===== src/rtl/burst_addr_pkg.sv =====
`timescale 1ns/1ps
package burst_addr_pkg;
  // Strobes from the decoder to the address datapath
  typedef struct packed {
    logic load;      // capture a new start address
    logic step;      // advance one beat
    logic drop;      // deselect: close the burst
    logic orderIlv;  // order to latch with load
  } seqCtl_t;
endpackage


===== src/rtl/burst_addr_ctrl.sv =====
`timescale 1ns/1ps
module burst_addr_ctrl
  import burst_addr_pkg::*;
(
  input  logic    procStrobeN,
  input  logic    ctrlStrobeN,
  input  logic    chipSel1N,
  input  logic    chipSel2,
  input  logic    chipSel3N,
  input  logic    advanceN,
  input  logic    modeIleave,
  input  logic    burstLive,
  output seqCtl_t ctl
);
  logic chipsOk;
  logic procSeen;
  logic ctrlSeen;
  logic anyStrobe;

  always_comb begin
    chipsOk   = !chipSel1N && chipSel2 && !chipSel3N;
    // processor strobe only counts with the first enable active
    procSeen  = !procStrobeN && !chipSel1N;
    ctrlSeen  = !ctrlStrobeN;
    anyStrobe = procSeen || ctrlSeen;
    ctl.load     = anyStrobe && chipsOk;
    ctl.drop     = anyStrobe && !chipsOk;
    ctl.step     = !anyStrobe && burstLive && !advanceN;
    ctl.orderIlv = modeIleave;
  end
endmodule


===== src/rtl/burst_addr_path.sv =====
`timescale 1ns/1ps
module burst_addr_path
  import burst_addr_pkg::*;
#(
  parameter int ADDR_W = 18,
  parameter int BEAT_W = 2
) (
  input  logic              clk,
  input  logic              rstN,
  input  seqCtl_t           ctl,
  input  logic [ADDR_W-1:0] addrIn,
  output logic [ADDR_W-1:0] memAddr,
  output logic              burstLive
);
  localparam int UP_W = ADDR_W - BEAT_W;

  logic [UP_W-1:0]   upperQ;
  logic [BEAT_W-1:0] baseQ;
  logic [BEAT_W-1:0] beatQ;
  logic              ilvQ;
  logic              liveQ;
  logic [BEAT_W-1:0] lowBits;

  always_ff @(posedge clk or negedge rstN) begin
    if (!rstN) begin
      upperQ <= '0;
      baseQ  <= '0;
      beatQ  <= '0;
      ilvQ   <= 1'b0;
      liveQ  <= 1'b0;
    end else if (ctl.load) begin
      upperQ <= addrIn[ADDR_W-1:BEAT_W];
      baseQ  <= addrIn[BEAT_W-1:0];
      beatQ  <= '0;
      ilvQ   <= ctl.orderIlv;
      liveQ  <= 1'b1;
    end else if (ctl.drop) begin
      liveQ  <= 1'b0;
    end else if (ctl.step) begin
      beatQ  <= beatQ + 1'b1;  // wraps inside BEAT_W bits
    end
  end

  // interleaved: XOR with beat count; linear: modular add
  always_comb begin
    if (ilvQ) lowBits = baseQ ^ beatQ;
    else      lowBits = baseQ + beatQ;
  end

  assign memAddr   = {upperQ, lowBits};
  assign burstLive = liveQ;
endmodule


===== src/rtl/burst_addr_gen.sv =====
`timescale 1ns/1ps
module burst_addr_gen
  import burst_addr_pkg::*;
#(
  parameter int ADDR_W = 18,
  parameter int BEAT_W = 2
) (
  input  logic              clk,
  input  logic              rstN,
  input  logic [ADDR_W-1:0] addrIn,
  input  logic              procStrobeN,
  input  logic              ctrlStrobeN,
  input  logic              chipSel1N,
  input  logic              chipSel2,
  input  logic              chipSel3N,
  input  logic              advanceN,
  input  logic              modeIleave,
  output logic [ADDR_W-1:0] memAddr,
  output logic              addrValid
);
  seqCtl_t ctl;
  logic    burstLive;

  burst_addr_ctrl uCtrl (
    .procStrobeN (procStrobeN),
    .ctrlStrobeN (ctrlStrobeN),
    .chipSel1N   (chipSel1N),
    .chipSel2    (chipSel2),
    .chipSel3N   (chipSel3N),
    .advanceN    (advanceN),
    .modeIleave  (modeIleave),
    .burstLive   (burstLive),
    .ctl         (ctl)
  );

  burst_addr_path #(.ADDR_W(ADDR_W), .BEAT_W(BEAT_W)) uPath (
    .clk       (clk),
    .rstN      (rstN),
    .ctl       (ctl),
    .addrIn    (addrIn),
    .memAddr   (memAddr),
    .burstLive (burstLive)
  );

  assign addrValid = burstLive;
endmodule


===== config.mk =====
export PLATFORM = sky130hd
export DESIGN_NAME = burst_addr_gen
export DESIGN_NICKNAME = d
export VERILOG_FILES = /design/src/rtl/burst_addr_pkg.sv /design/src/rtl/burst_addr_ctrl.sv /design/src/rtl/burst_addr_path.sv /design/src/rtl/burst_addr_gen.sv
export SDC_FILE = /design/constraint.sdc
export NUM_CORES = 1
export LEC_CHECK = 0
export BUFFER_PORTS_ARGS = -buffer_cell sky130_fd_sc_hd__clkbuf_2
export CORE_MARGIN = 5
export CORE_UTILIZATION = 40
export DETAILED_ROUTE_END_ITERATION = 6
export GPL_TIMING_DRIVEN = 0
export PLACE_DENSITY = 0.79
export RECOVER_POWER = 25
export SYNTH_ARGS = -nofsm -noshare
export SYNTH_HDL_FRONTEND = slang
export SYNTH_SLANG_ARGS = --single-unit

===== constraint.sdc =====
create_clock -name clk -period 1.6 [get_ports clk]
set_clock_uncertainty 0.15 [all_clocks]
set_input_delay 0.24 -clock clk [delete_from_list [all_inputs] [get_ports clk]]
set_output_delay 0.24 -clock clk [all_outputs]
set_load 0.005 [all_outputs]

Yosys cells after proc, flatten, opt, wreduce, memory -nomap -nowiden
Index checks and enable logic that the tools add are counted.
{"block": "word_totals", "output_inout_bits": 19, "in_bits": 27, "reg_bits": 22, "latchBits": 0, "romBits": 0, "n_memories": 0, "elab_cells": 33, "ramBits": 0}
{"block": "op_classes", "n_bitwise": 1, "multipliers": 0, "eq_ne": 1, "div_mod_pow": 0, "reduce_logical": 18, "n_mux": 6, "addsub": 2, "shifts": 0, "n_lt_le_gt_ge": 0}
{"operator": "2-bit 2-to-1 mux", "count": 4}
{"operator": "1-bit logical AND", "count": 7}
{"operator": "1-bit logical NOT", "count": 7}
{"operator": "2-bit nonzero test", "count": 2}
{"operator": "2-bit by 1-bit adder with 2-bit output, second input constant", "count": 1}
{"operator": "2-bit adder", "count": 1}
{"operator": "1-bit 2-to-1 mux", "count": 2}
{"operator": "2-bit by 1-bit != test with 1-bit output, second input constant", "count": 1}
{"operator": "2-bit AND reduction", "count": 1}
{"operator": "2-bit XOR", "count": 1}
{"operator": "1-bit logical OR", "count": 1}

Depth between registers and ports, before layout
{"block": "depth", "depth_word": 9, "mapped_depth": 4, "mapped_depth_nobuf": 3}

Hierarchy
Synthesis repeated with hierarchy kept, for this count alone.
{"block": "unflattened", "cells_unflattened": 61, "area_unflattened_um2": 920.9}
{"mod": "burst_addr_path", "area_per_inst_um2": 873.3, "instances": 1, "seq_area_each_um2": 550.5, "cells_per_inst": 55}
{"mod": "burst_addr_ctrl", "area_per_inst_um2": 47.5, "instances": 1, "seq_area_each_um2": 0.0, "cells_per_inst": 6}

Least setup slack after synthesis
OpenSTA, ideal clock, no wires.
{"block": "synth_path", "path_kind": "flip-flop to output port", "from": "reg uPath.beatQ[0]", "to": "out memAddr[1]", "required_time_ns": 1.210, "n_path_buf": 0, "t_arrival_ns": 0.841, "setup_slack_ns": 0.369, "path_stages_with_launch": 4, "path_cell_list": "dfrtp_1 -> ha_1 -> nor2b_1 -> xnor2_1"}
{"block": "synth_between", "elab_chain_len": 2}
{"element": "start, declared", "line_no": "burst_addr_path.sv:19", "rtl": "logic [BEAT_W-1:0] beatQ;"}
{"element": "start signal, assigned", "line_no": "burst_addr_path.sv:40", "rtl": "beatQ <= beatQ + 1'b1;"}
{"element": "2-bit adder", "line_no": "burst_addr_path.sv:47", "rtl": "else lowBits = baseQ + beatQ;"}
{"element": "2-bit 2-to-1 mux", "line_no": "burst_addr_path.sv:46", "rtl": "if (ilvQ) lowBits = baseQ ^ beatQ;"}
{"element": "end, declared", "line_no": "burst_addr_gen.sv:18", "rtl": "output logic [ADDR_W-1:0] memAddr,"}
No other way between the ends.

Worst setup path in the final report
{"block": "layout_path", "from": "reg uPath.baseQ[0]", "to": "out memAddr[1]"}
{"block": "layout_between", "elab_chain_len": 2}
{"element": "start, declared", "line_no": "burst_addr_path.sv:18", "rtl": "logic [BEAT_W-1:0] baseQ;"}
{"element": "start signal, assigned", "line_no": "burst_addr_path.sv:33", "rtl": "baseQ <= addrIn[BEAT_W-1:0];"}
{"element": "2-bit adder", "line_no": "burst_addr_path.sv:47"}
{"element": "2-bit 2-to-1 mux", "line_no": "burst_addr_path.sv:46"}
No other way between the ends.

==> results.yml <==
outcome:
  outcome: "finished with violations"
  violations: "negative setup slack"
layout:
  layout.nets: 147
  drive_above_1_share_pct: 62.71
  instances_no_fill: 146
  antenna_cells: 0
  area.growth.synth_to_final_pct: 43.81
synth:
  synth_top_area_cell: "dfrtp_1"
  synth_most_common_cell: "dfrtp_1"
  synth_xor_area_share_pct: 1.825
  synth_ff_type: "dfrtp_1"
  synth_nets: 87
  syn_area_sq_um: 959.7
  ys_seq_elements: 22
  synth_top_area_share_pct: 57.37
  syn_area_per_cell_sq_um: 16.27
  yosysSeqAreaShare_pct: 57.37
  synth_edf_count: 0
  async_flop_share_pct: 100.0
  synth.top_cells.by_area: "dfrtp_1 (57%), mux2_4 (27%), buf_6 (2.3%), mux2_2 (2.3%), xnor2_1 (1.8%)"
  netlist_instances: 59
  synth_top_family_by_area: "multiplexers"
  post_synth_num_cell_types: 16
  synthTopCellsByCount: "dfrtp_1 (22), mux2_4 (17)"
  yosysWarnings: 0
  synthAdderAreaFrac_pct: 1.304
  synth-simple-area-share_pct: 4.824
  synth_compound_area_share_pct: 3.390
  synth_mux_area_share_pct: 28.94
critical_path:
  start_kind: "register"
  critPathSlowestCell: "dfrtp_1"
  critPathLaunch: "uPath.baseQ[0]$_DFFE_PN0N_"
  cp_num_buf_inv: 1
  timing.rr.start: "uPath.beatQ[0]$_DFFE_PN0P_"
  end_kind: "primary output"
  critPathKind: "reg -> out"
  max_stage_delay_ns: 0.41
  required_ns: 1.21
  cp_top_family: "flip-flops"
  cp_cell_sequence: "ha_2 > nor2b_4 > xnor2_1 > buf_2"
  r2r_slack_ns: 0.31
  crit_arrival_ns: 1.24
  critPathMaxFanout: 2
placement:
  hpwlAfterDp_um: 1636
  port_buffers: 45
  dp_cells: 132
  place_congestion: 0.6212
  pre_cts_slack_ns: 0.1874
clocking:
  cts_buffers: 3
  cts-htree-levels: 1
  clkSinkCount: 22
  cts_max_path_buffers: 2
  clk_latency_ns: 0.30
  cts_root_buffer: "clkbuf_4"
  cts_tree: "yes"
  path_clk_slew_ns: 0.13
grt:
  grt_start_max_net_pins: 23
  grt_usage_pct: 13.64
  grt_overflow_total: 0
  antenna_found_initial: 0
  grt_pass1_vias: 816
  grt_first_pass_wirelength_um: 3553
power_and_ir_drop:
  ir_worst_vdd_mv: 0.6349
  power_density_nw_per_um2: 1127
  p_leak_nw: 0.7429
  power_mw: 1.556
route:
  routed-via-count: 693
  drt_iter0_markers: 3
  vias_per_cell: 4.747
  ant_nets: 0
  drt-wirelength-per-cell_um: 14.88
  postRouteWirelength_um: 2173
  route.detailed.drc: 0
  first_pass_iters: 4
floorplan:
  fp.dieW_um: 58.98
  die_area_sq_um: 3479
  fp.coreArea_sq_um: 2255
  die_y_um: 58.98
  start_util_pct: 42.56
  ioPinCount: 46
  core.rowCount: 17
min_path:
  holdCritStartpoint: "addrIn[15]"
  holdCritPathClass: "in -> reg"
timing:
  min_period_ns: 1.631
  setup_viol: 1
  finalHoldViolations: 0
  worstMarginPinSlew_ns: 0.5073
  setup_ws_ns: -0.03094
  min_period_over_period_pct: 101.9
  fmax_ghz: 0.6131
  relSlewSlack_pct: 66.18
  rsz0062_at_grt: "true"
  drv_slew: 0
job:
  max_cap_violations: 0
==> stage by stage <==
step | utilization, % | TNS (ns) | hold slack, ns | cell area [sq um]
after global placement | 54.11 | 0 | 0.08054 | 1220
after detailed placement | 54.11 | 0 | 0.09420 | 1220
after CTS | 58.99 | -0.08571 | 0.00009043 | 1330
after floorplan | - | 0 | -0.2056 | 959.7
final | 61.21 | -0.03094 | 0.008921 | 1380
after global routing | 61.21 | -0.1194 | 0.003165 | 1380
==> where the power goes <==
part | leakage [nW] | total [mW] | internal [mW] | switching (mW)
sequential | 0.267 | 0.738 | 0.666 | 0.0721
clock | 0.0279 | 0.417 | 0.253 | 0.164
combinational | 0.448 | 0.400 | 0.266 | 0.134
==> cell usage in the layout, fill, tap and decap left out, drive strengths merged, types with 2 or more instances in the layout <==
cell type,n
dfrtp,22
clkbuf,47
buf,4
xnor2,2
or3,2
mux2,19
o21ai,2
a21boi,2
dlygate4sd3,9
nand2,2
==> cells by family (layout without fill, tap and decap cells) <==
logic type | Yosys count | count (layout)
adders and majority gates | 1 | 1
and+or+nand+nor | 8 | 8
muxes | 19 | 19
DFF | 22 | 22
AOI/OAI and AO/OA | 5 | 5
buffers and inverters | 2 | 61
xor gates and xnor gates | 2 | 2
==> per-layer routing <==
layer / GRT usage, % / wire length (um)
met1: 15.68 / 820
met2: 24.61 / 1147
met3: 3.050 / 179
met4: 4.854 / 26
met5: 0 / 0
==> path summary, 6_finish.rpt <==
path / to / cells after the start
min in group asynchronous: uPath.upperQ[15]$_DFFE_PN0N_ / 2
worst max register to register: uPath.beatQ[0]$_DFFE_PN0P_ / 3
max in group asynchronous: uPath.baseQ[1]$_DFFE_PN0N_ / 2
worst max-delay path: memAddr[1] / 4
worst min-delay path: uPath.upperQ[13]$_DFFE_PN0N_ / 2
worst min register to register: uPath.upperQ[8]$_DFFE_PN0N_ / 1
==> final cells by class <==
class / count / area, sq um
sequential: 22 / 550.5
clock inverter: 1 / 30.03
multi-input combinational: 35 / 396.6
fill: 197 / 874.6
timing repair buffer: 55 / 322.8
clock buffer: 3 / 22.52
tap: 28 / 35.03
buffer: 2 / 22.52
==> state kept, by name, summed over array words and instances (netlist names) <==
signal and flops:
uPath.baseQ 2, uPath.burstLive 1, uPath.ilvQ 1, uPath.upperQ 16, uPath.beatQ 2
==> repair_timing <==
| action | CTS | global route |
|---|---|---|
| gates resized for setup | 3 | 1 |
| endpoints found under the hold margin | 25 | 5 |
| hold buffers | 4 | 5 |
| setup endpoints to repair | 1 | 1 |
| pin swaps | 2 | 2 |
| setup buffers | 1 | 0 |
(Power assumes the default switching activity.)
